==> src/rtl/shift_mac.sv <==
module shift_mac #(
  parameter int K = 16
) (
  input  logic           clk,
  input  logic           rst_n,
  input  logic           start,
  input  logic           is_signed,
  input  logic [K-1:0]   a,
  input  logic [K-1:0]   x,
  input  logic [K-1:0]   y,
  output logic           busy,
  output logic           done,
  output logic [2*K-1:0] product
);
  localparam int CW = (K > 1) ? $clog2(K) : 1;
  localparam logic [CW-1:0] LAST_IDX = CW'(K - 1);

  logic [K-1:0]  acc_hi, acc_lo, mcand;
  logic          mode_q, busy_q, done_q;
  logic [CW-1:0] iter;

  wire accept  = start & ~busy_q;
  wire is_last = (iter == LAST_IDX);
  wire take    = acc_lo[0];
  wire negate  = mode_q & is_last & take;

  wire [K-1:0] addend = take ? (negate ? ~mcand : mcand) : '0;
  wire [K:0]   sum    = {mode_q & acc_hi[K-1], acc_hi}
                      + {mode_q & addend[K-1], addend}
                      + {{K{1'b0}}, negate};

  always_ff @(posedge clk or negedge rst_n) begin
    if (!rst_n) begin
      acc_hi <= '0;
      acc_lo <= '0;
      mcand  <= '0;
      mode_q <= 1'b0;
      busy_q <= 1'b0;
      done_q <= 1'b0;
      iter   <= '0;
    end else begin
      done_q <= 1'b0;
      if (accept) begin
        acc_hi <= y;
        acc_lo <= x;
        mcand  <= a;
        mode_q <= is_signed;
        busy_q <= 1'b1;
        iter   <= '0;
      end else if (busy_q) begin
        acc_hi <= sum[K:1];
        acc_lo <= {sum[0], acc_lo[K-1:1]};
        iter   <= iter + 1'b1;
        if (is_last) begin
          busy_q <= 1'b0;
          done_q <= 1'b1;
        end
      end
    end
  end

  assign busy    = busy_q;
  assign done    = done_q;
  assign product = {acc_hi, acc_lo};

  p_launch_r2: assert property (@(posedge clk) disable iff (!rst_n)
    accept |=> busy_q && iter == '0);

  p_finish_r3: assert property (@(posedge clk) disable iff (!rst_n)
    busy_q && is_last |=> done_q && !busy_q);

  p_done_pulse_r3: assert property (@(posedge clk) disable iff (!rst_n)
    done_q |=> !done_q);

  p_done_idle_r3: assert property (@(posedge clk) disable iff (!rst_n)
    done_q |-> !busy_q);

  p_frozen_ops_r7: assert property (@(posedge clk) disable iff (!rst_n)
    busy_q |=> $stable(mcand) && $stable(mode_q));

  p_hold_r8: assert property (@(posedge clk) disable iff (!rst_n)
    !busy_q && !start |=> $stable(product));
endmodule

==> config.mk <==
export PLATFORM = sky130hd
export DESIGN_NAME = shift_mac
export DESIGN_NICKNAME = d
export VERILOG_FILES = /design/src/rtl/shift_mac.sv
export SDC_FILE = /design/constraint.sdc
export NUM_CORES = 1
export LEC_CHECK = 0
export CAP_MARGIN = 10
export CORE_MARGIN = 2
export CORE_UTILIZATION = 50
export CTS_CLUSTER_DIAMETER = 60
export DETAILED_ROUTE_END_ITERATION = 12
export PLACE_DENSITY = 0.81
export SYNTH_ARGS = -nofsm -noshare
export SYNTH_HDL_FRONTEND = slang
export SYNTH_SLANG_ARGS = --single-unit
export TNS_END_PERCENT = 100
==> constraint.sdc <==
create_clock -name clk -period 4.05 [get_ports clk]
set_clock_uncertainty 0.1 [all_clocks]
set_input_delay 0.6075 -clock clk [delete_from_list [all_inputs] [get_ports clk]]
set_output_delay 0.6075 -clock clk [all_outputs]
set_load 0.02 [all_outputs]
# Word level (Yosys, flattened, before mapping)
# Index checks and enable logic that the tools add are counted.
# word_totals
register_bits,55
latchBits,0
mem_bits_rw,0
rom_bits,0
in_bits,52
out_inout_bits,34
word_cells,33
memories,0
# classes
n_addsub,3
multipliers,0
n_div,0
n_lt_le_gt_ge,0
n_eq_ne,1
shift,0
muxes,14
n_bitwise,7
reduce_logical,1
# ops
op,count
$mux 16,6
$add 17x1->17,1
$add 17x17->17,1
$not 16->16,1
$mux 4,2
$mux 1,6
$and 1x1->1,5
$add 4x1->4 const B,1
$eq 4x4->1 const B,1
$reduce_bool 2->1,1
$not 1->1,1

# Depth between registers and ports, before layout
# depth
depth_word,10
ltp_mapped,13
mapped_depth_nobuf,12

# Worst setup path after synthesis
# No wires, ideal clock.
# synth_path
path_kind,reg-to-reg
start,register iter[0]
end,register acc_hi[13]
setup_ns,0.123
arrival_ns,3.109
required_ns,3.827
setup_slack_ns,0.718
stages_incl_launch_ff,14
path_buffers,1
cell_sequence,dfrtp_1 ha_1 nand4_1 buf_2 xnor2_1 nand2_1 fa_1 fa_1 nor2b_1 o31ai_1 a31oi_1 a21o_1 a31oi_1 o221a_2
# synth_between
elab_chain_cells,9
# synth_rtl
item,line_no,text
from (decl),20,logic [CW-1:0] iter;
from (signal assigned),53,iter <= iter + 1'b1;
$eq 4x4->1 (*),23,wire is_last = (iter == LAST_IDX);
$and 1x1->1 (*) (2 in a row),25,wire negate = mode_q & is_last & take;
$mux 16 (2 in a row),27,wire [K-1:0] addend = take ? (negate ? ~mcand : mcand) : '0;
$add 17x17->17,29,"+ {mode_q & addend[K-1], addend}"
$add 17x1->17 (*),30,"+ {{K{1'b0}}, negate};"
$mux 16 (*),50,end else if (busy_q) begin
$mux 16 (*),43,if (accept) begin
to (signal assigned),44,acc_hi <= y;
to (signal assigned),51,acc_hi <= sum[K:1];
to (decl),18,"logic [K-1:0] acc_hi, acc_lo, mcand;"
# Every way passes the cells marked *; elsewhere a longest branch is shown, timed or not. The select of a mux whose other input is x is not followed.
# A chain may end at the register's enable or synchronous reset.

# Worst setup path in the final report
# Same ends and word-level chain as after synthesis.

==> results by stage <==
Status:
- The flow ran to the end, and the final reports show no timing, DRC or antenna violations.

Critical path:
- The largest single stage delay on the critical path is around 430 ps.
- Data on the critical path is required at its endpoint by just over 4000 ps.
- The type of origin of the critical path is a flop.
- The category of the most critical setup path is reg -> reg.
- Of all nets on the critical path, the largest fanout is 6.
- STA classifies the critical path endpoint as a flop.
- The signal on the critical path passes through ha_1, nand4_1, buf_4, xnor2_1, nand2_1, fa_1, fa_1, nor2b_1, o31ai_1, a31oi_1, a21o_1, a31oi_1, o221a_2.
- STA puts the critical path data arrival time at about 3600 ps.
- The slowest stage of the critical path belongs to the cell sky130_fd_sc_hd__fa_1.

STA:
- In the final timing run, aggregate negative setup slack is 0 ps.
- Setup repair after global routing left no endpoint under its margin.
- Setup violations remaining at the end of the flow were counted as 0.
- The remaining max-slew budget at the tightest pin is 0.5746.
- The final number of max-transition violations is 0.
- Timing would allow up to between 200 and 300 MHz.
- The hold violation total from the final report is 0.
- The clock period minus worst slack is approximately 3500 ps.
- At the pin with the least slew margin, the transition time is about 640 ps.
- Dividing the final minimum period by the clock period gives 0.8584.
- Once routing completed, OpenROAD measured the worst setup slack at 573.4 ps.

Logic synthesis:
- Yosys printed 0 warnings.
- The count of distinct cell types in the synthesized netlist is 48.
- The leading cell type by number of instances after synthesis is sky130_fd_sc_hd__dfrtp_1.
- The top flip-flop cell by instance count after synthesis is sky130_fd_sc_hd__dfrtp_1.
- The proportion of netlist area held by the largest area contributor is 0.3993.
- The synthesized netlist net count is about 420.
- After synthesis, the most frequently instantiated cells are 55 x sky130_fd_sc_hd__dfrtp_1, 35 x sky130_fd_sc_hd__nand2_1, 31 x sky130_fd_sc_hd__o21ai_0.
- After synthesis, the share of flip-flops with an asynchronous set or reset is 1.000.
- Of the synthesized area, sequential elements account for 0.3993.
- Yosys mapped a number of flops with a built-in enable equal to 0.
- The cell area that synthesis handed to floorplanning was 3447 µm².
- Sorting the synthesized cells by area gives the leading types as sky130_fd_sc_hd__dfrtp_1 40%, sky130_fd_sc_hd__mux2i_1 6.7%, sky130_fd_sc_hd__mux2_2 6.5%, sky130_fd_sc_hd__xnor2_1 6.1%, sky130_fd_sc_hd__ha_1 5.8%.
- The number of storage elements in the synthesis netlist is 55.
- sky130_fd_sc_hd__dfrtp_1 takes more of the synthesized area than any other cell.
- A synthesized cell averages 9.991 µm².
- Synthesis produced a netlist whose cell count is around 350.

Placed design:
- Once placement finished, the instance area stood at ~4300 µm².
- The setup slack after placement is 613.3 ps.
- The estimated wirelength of the detail-placed design is around 6200 µm.
- The congestion estimate from routability-driven global placement came to roughly 0.92.
- The number of cells after detailed placement is 498.
- The count of buffers inserted at the top-level ports is 85.

Layout:
- The number of nets at the end of the flow is approximately 500.
- After filler insertion, the fill cell instance count of the layout stands at around 540.
- The register area is between 1000 and 1500 µm².
- The area growth from synthesis to layout is 28.06%.
- Summing all multi-input logic gate instances after layout gives a little under 2000 µm².
- The count of non-filler cells in the finished layout is between 500 and 600.
- The final instance area is 4414 µm².
- The diode insertion count for antenna repair is 0.
- The fraction of final layout cells sized beyond drive strength 1 is 0.09390.
- Once layout is complete, the utilization of the core stands at 0.6570.

Pwr:
- The power per cell area is 811.6 nW/µm².
- The static leakage power is a little under 2 nW.
- The maximum vdd ir drop is 0.3157 mV.

Flow run:
- The max-capacitance violation count is 0.

Clocking:
- The root buffer selected by CTS is sky130_fd_sc_hd__clkbuf_8.
- The depth of the CTS H-tree is 2.
- The number of setup buffers added after CTS is 0.
- The later pin in the worst-skew pair is clocked with a latency of 300 ps.
- Counting the buffers created by CTS gives 5.
- The clock tree from TritonCTS is built.
- The clock net in this run drives a total of 55 sinks.
- The maximum clock path buffer count is 2.
- The post-cts hold buffer count is 0.
- Clock-pin slew was measured on the worst setup and hold paths at 100 ps.
- The post-cts sizing count is 0.

Route:
- After the first detailed-routing iteration, the DRC count stood at between 150 and 200.
- The post-detailed-route DRC marker count is 0.
- The average wire length per cell after detail routing is ~16 µm.
- In the routed layout, each cell is associated on average with a via count of ~5.6.
- The total detailed-routing wirelength is 7993 µm.
- The post-route antenna net violation count is 0.
- The routed layout has ~2800 vias.
- The pre-antenna-repair detailed-routing pass consisted of 4 iterations.

GRT:
- The all-layer global routing usage is 0.2183.
- The initial antenna violation count is 0.
- Entering global routing, the biggest net connects 50 pins.
- The first-pass GRT wire length is roughly 13000 µm.
- For this run the aggregate overflow at the end of global routing stands at 0.
- The via count of the first global-routing pass came to between 2000 and 3000.

Floorplanning:
- In this run the standard cell core region covers between 6000 and 7000 µm².
- The number of standard-cell rows in the floorplan is 30.
- During I/O placement, the number of pins put on the boundary was 86.
- The die footprint is ~7600 µm².
- The starting density of the core is 0.5130.
- The die span in y is 87.03 µm.
- The die is just under 90 µm wide.

Worst hold path:
- The min-delay analysis places its worst path in the category in -> async.
layout make-up:
cell class              count  share of cell area
multi-input cells         264              0.4385
well taps                  80             0.02268
repair buffers             92              0.2024
inverters                   7            0.005952
flip-flops and latches     55              0.3121
clock inverters             1            0.001134
clock buffers               7             0.01729
final timing paths:
| check | startpoint | endpoint | slack, ps | cells past startpoint |
|---|---|---|---|---|
| max in group asynchronous | rst_n | acc_hi[1]$_DFFE_PN0P_ | 2850 | 2 |
| min in group clk | acc_lo[5]$_DFFE_PN0P_ | acc_lo[4]$_DFFE_PN0P_ | 420 | 2 |
| setup / recovery | iter[0]$_DFFE_PN0P_ | acc_hi[13]$_DFFE_PN0P_ | 570 | 13 |
| hold / removal | rst_n | acc_lo[1]$_DFFE_PN0P_ | 210 | 1 |
| setup reg to reg | iter[0]$_DFFE_PN0P_ | acc_hi[13]$_DFFE_PN0P_ | 570 | 13 |
| hold reg to reg | acc_lo[5]$_DFFE_PN0P_ | acc_lo[4]$_DFFE_PN0P_ | 420 | 2 |
report_power, final:
part	leakage, nW	switching [W]	internal (W)	total [W]
Clock	0.0422	0.000169	0.000122	0.000291
Sequential	0.660	0.000255	0.000841	0.00110
Combinational	1.26	0.00111	0.00109	0.00220
layer usage:
layer  part of all wire  up-vias  global-route usage
met5                  0        -                   0
met4              0.022        0             0.06534
met3              0.064       15             0.04076
met2               0.47       87              0.3636
met1               0.45     1325              0.2893
li1                   -     1398                   -
cells by family after synthesis:
| kind of cell | count (synthesis) | synth area share |
|---|---|---|
| simple gates | 90 | 0.1307 |
| compound gates | 87 | 0.1630 |
| flops | 55 | 0.3993 |
| mux | 43 | 0.1321 |
| xor+xnor | 26 | 0.06606 |
| buf+inv | 26 | 0.03920 |
| fa+ha+maj | 18 | 0.06969 |
flip-flops by register name, indices dropped and copies added, names as in the netlist:
| signal | count |
|---|---|
| acc_hi | 16 |
| acc_lo | 16 |
| mcand | 16 |
| iter | 4 |
| busy | 1 |
| done | 1 |
| mode_q | 1 |
cell usage in the layout, fill, tap and decap left out, types with 2 or more instances in the layout:
cell type | netlist | routed
sky130_fd_sc_hd__nand2_1 | 35 | 35
sky130_fd_sc_hd__inv_1 | 7 | 7
sky130_fd_sc_hd__clkbuf_1 | 9 | 2
sky130_fd_sc_hd__clkbuf_8 | 1 | 5
sky130_fd_sc_hd__nand3_1 | 4 | 4
sky130_fd_sc_hd__mux2i_1 | 23 | 23
sky130_fd_sc_hd__and2_1 | 15 | 15
sky130_fd_sc_hd__buf_2 | 2 | 2
sky130_fd_sc_hd__a21o_1 | 3 | 3
sky130_fd_sc_hd__a21oi_1 | 15 | 15
sky130_fd_sc_hd__xnor2_1 | 24 | 24
sky130_fd_sc_hd__mux2_2 | 20 | 20
sky130_fd_sc_hd__nand4_1 | 3 | 3
sky130_fd_sc_hd__o21ai_0 | 31 | 31
sky130_fd_sc_hd__a2111o_1 | 2 | 2
sky130_fd_sc_hd__dfrtp_1 | 55 | 54
sky130_fd_sc_hd__fa_1 | 2 | 2
sky130_fd_sc_hd__o211a_1 | 2 | 2
sky130_fd_sc_hd__xor2_1 | 2 | 2
sky130_fd_sc_hd__nand2b_1 | 6 | 6
sky130_fd_sc_hd__o221a_2 | 2 | 2
sky130_fd_sc_hd__a31oi_1 | 5 | 5
sky130_fd_sc_hd__buf_4 | 0 | 7
sky130_fd_sc_hd__ha_1 | 16 | 16
sky130_fd_sc_hd__a211oi_1 | 11 | 11
sky130_fd_sc_hd__nor2b_1 | 7 | 7
sky130_fd_sc_hd__nor4b_1 | 2 | 2
sky130_fd_sc_hd__o21a_1 | 3 | 3
sky130_fd_sc_hd__clkdlybuf4s50_1 | 0 | 83
sky130_fd_sc_hd__o31ai_1 | 4 | 4
sky130_fd_sc_hd__nor2_1 | 12 | 12
critical path: cells and delay by family, from the launching register on:
kind / cells / cell delay (ps)
xor gates and xnor gates: 1 / 130
buffers and inverters: 1 / 190
DFF: 1 / 400
adders and majority gates: 3 / 1090
and+or+nand+nor: 3 / 400
AOI/OAI and AO/OA: 5 / 1070
stage by stage:
stage / total power (W) / hold WS, ps
floorplan: 0.002598 / 211.9
global placement: 0.003215 / 384.5
detailed placement: 0.003289 / 402.2
CTS: 0.003594 / 227.4
global route: 0.003875 / 247.9
finish: 0.003583 / 206.3
No activity file was read; power rests on OpenSTA's default activity.
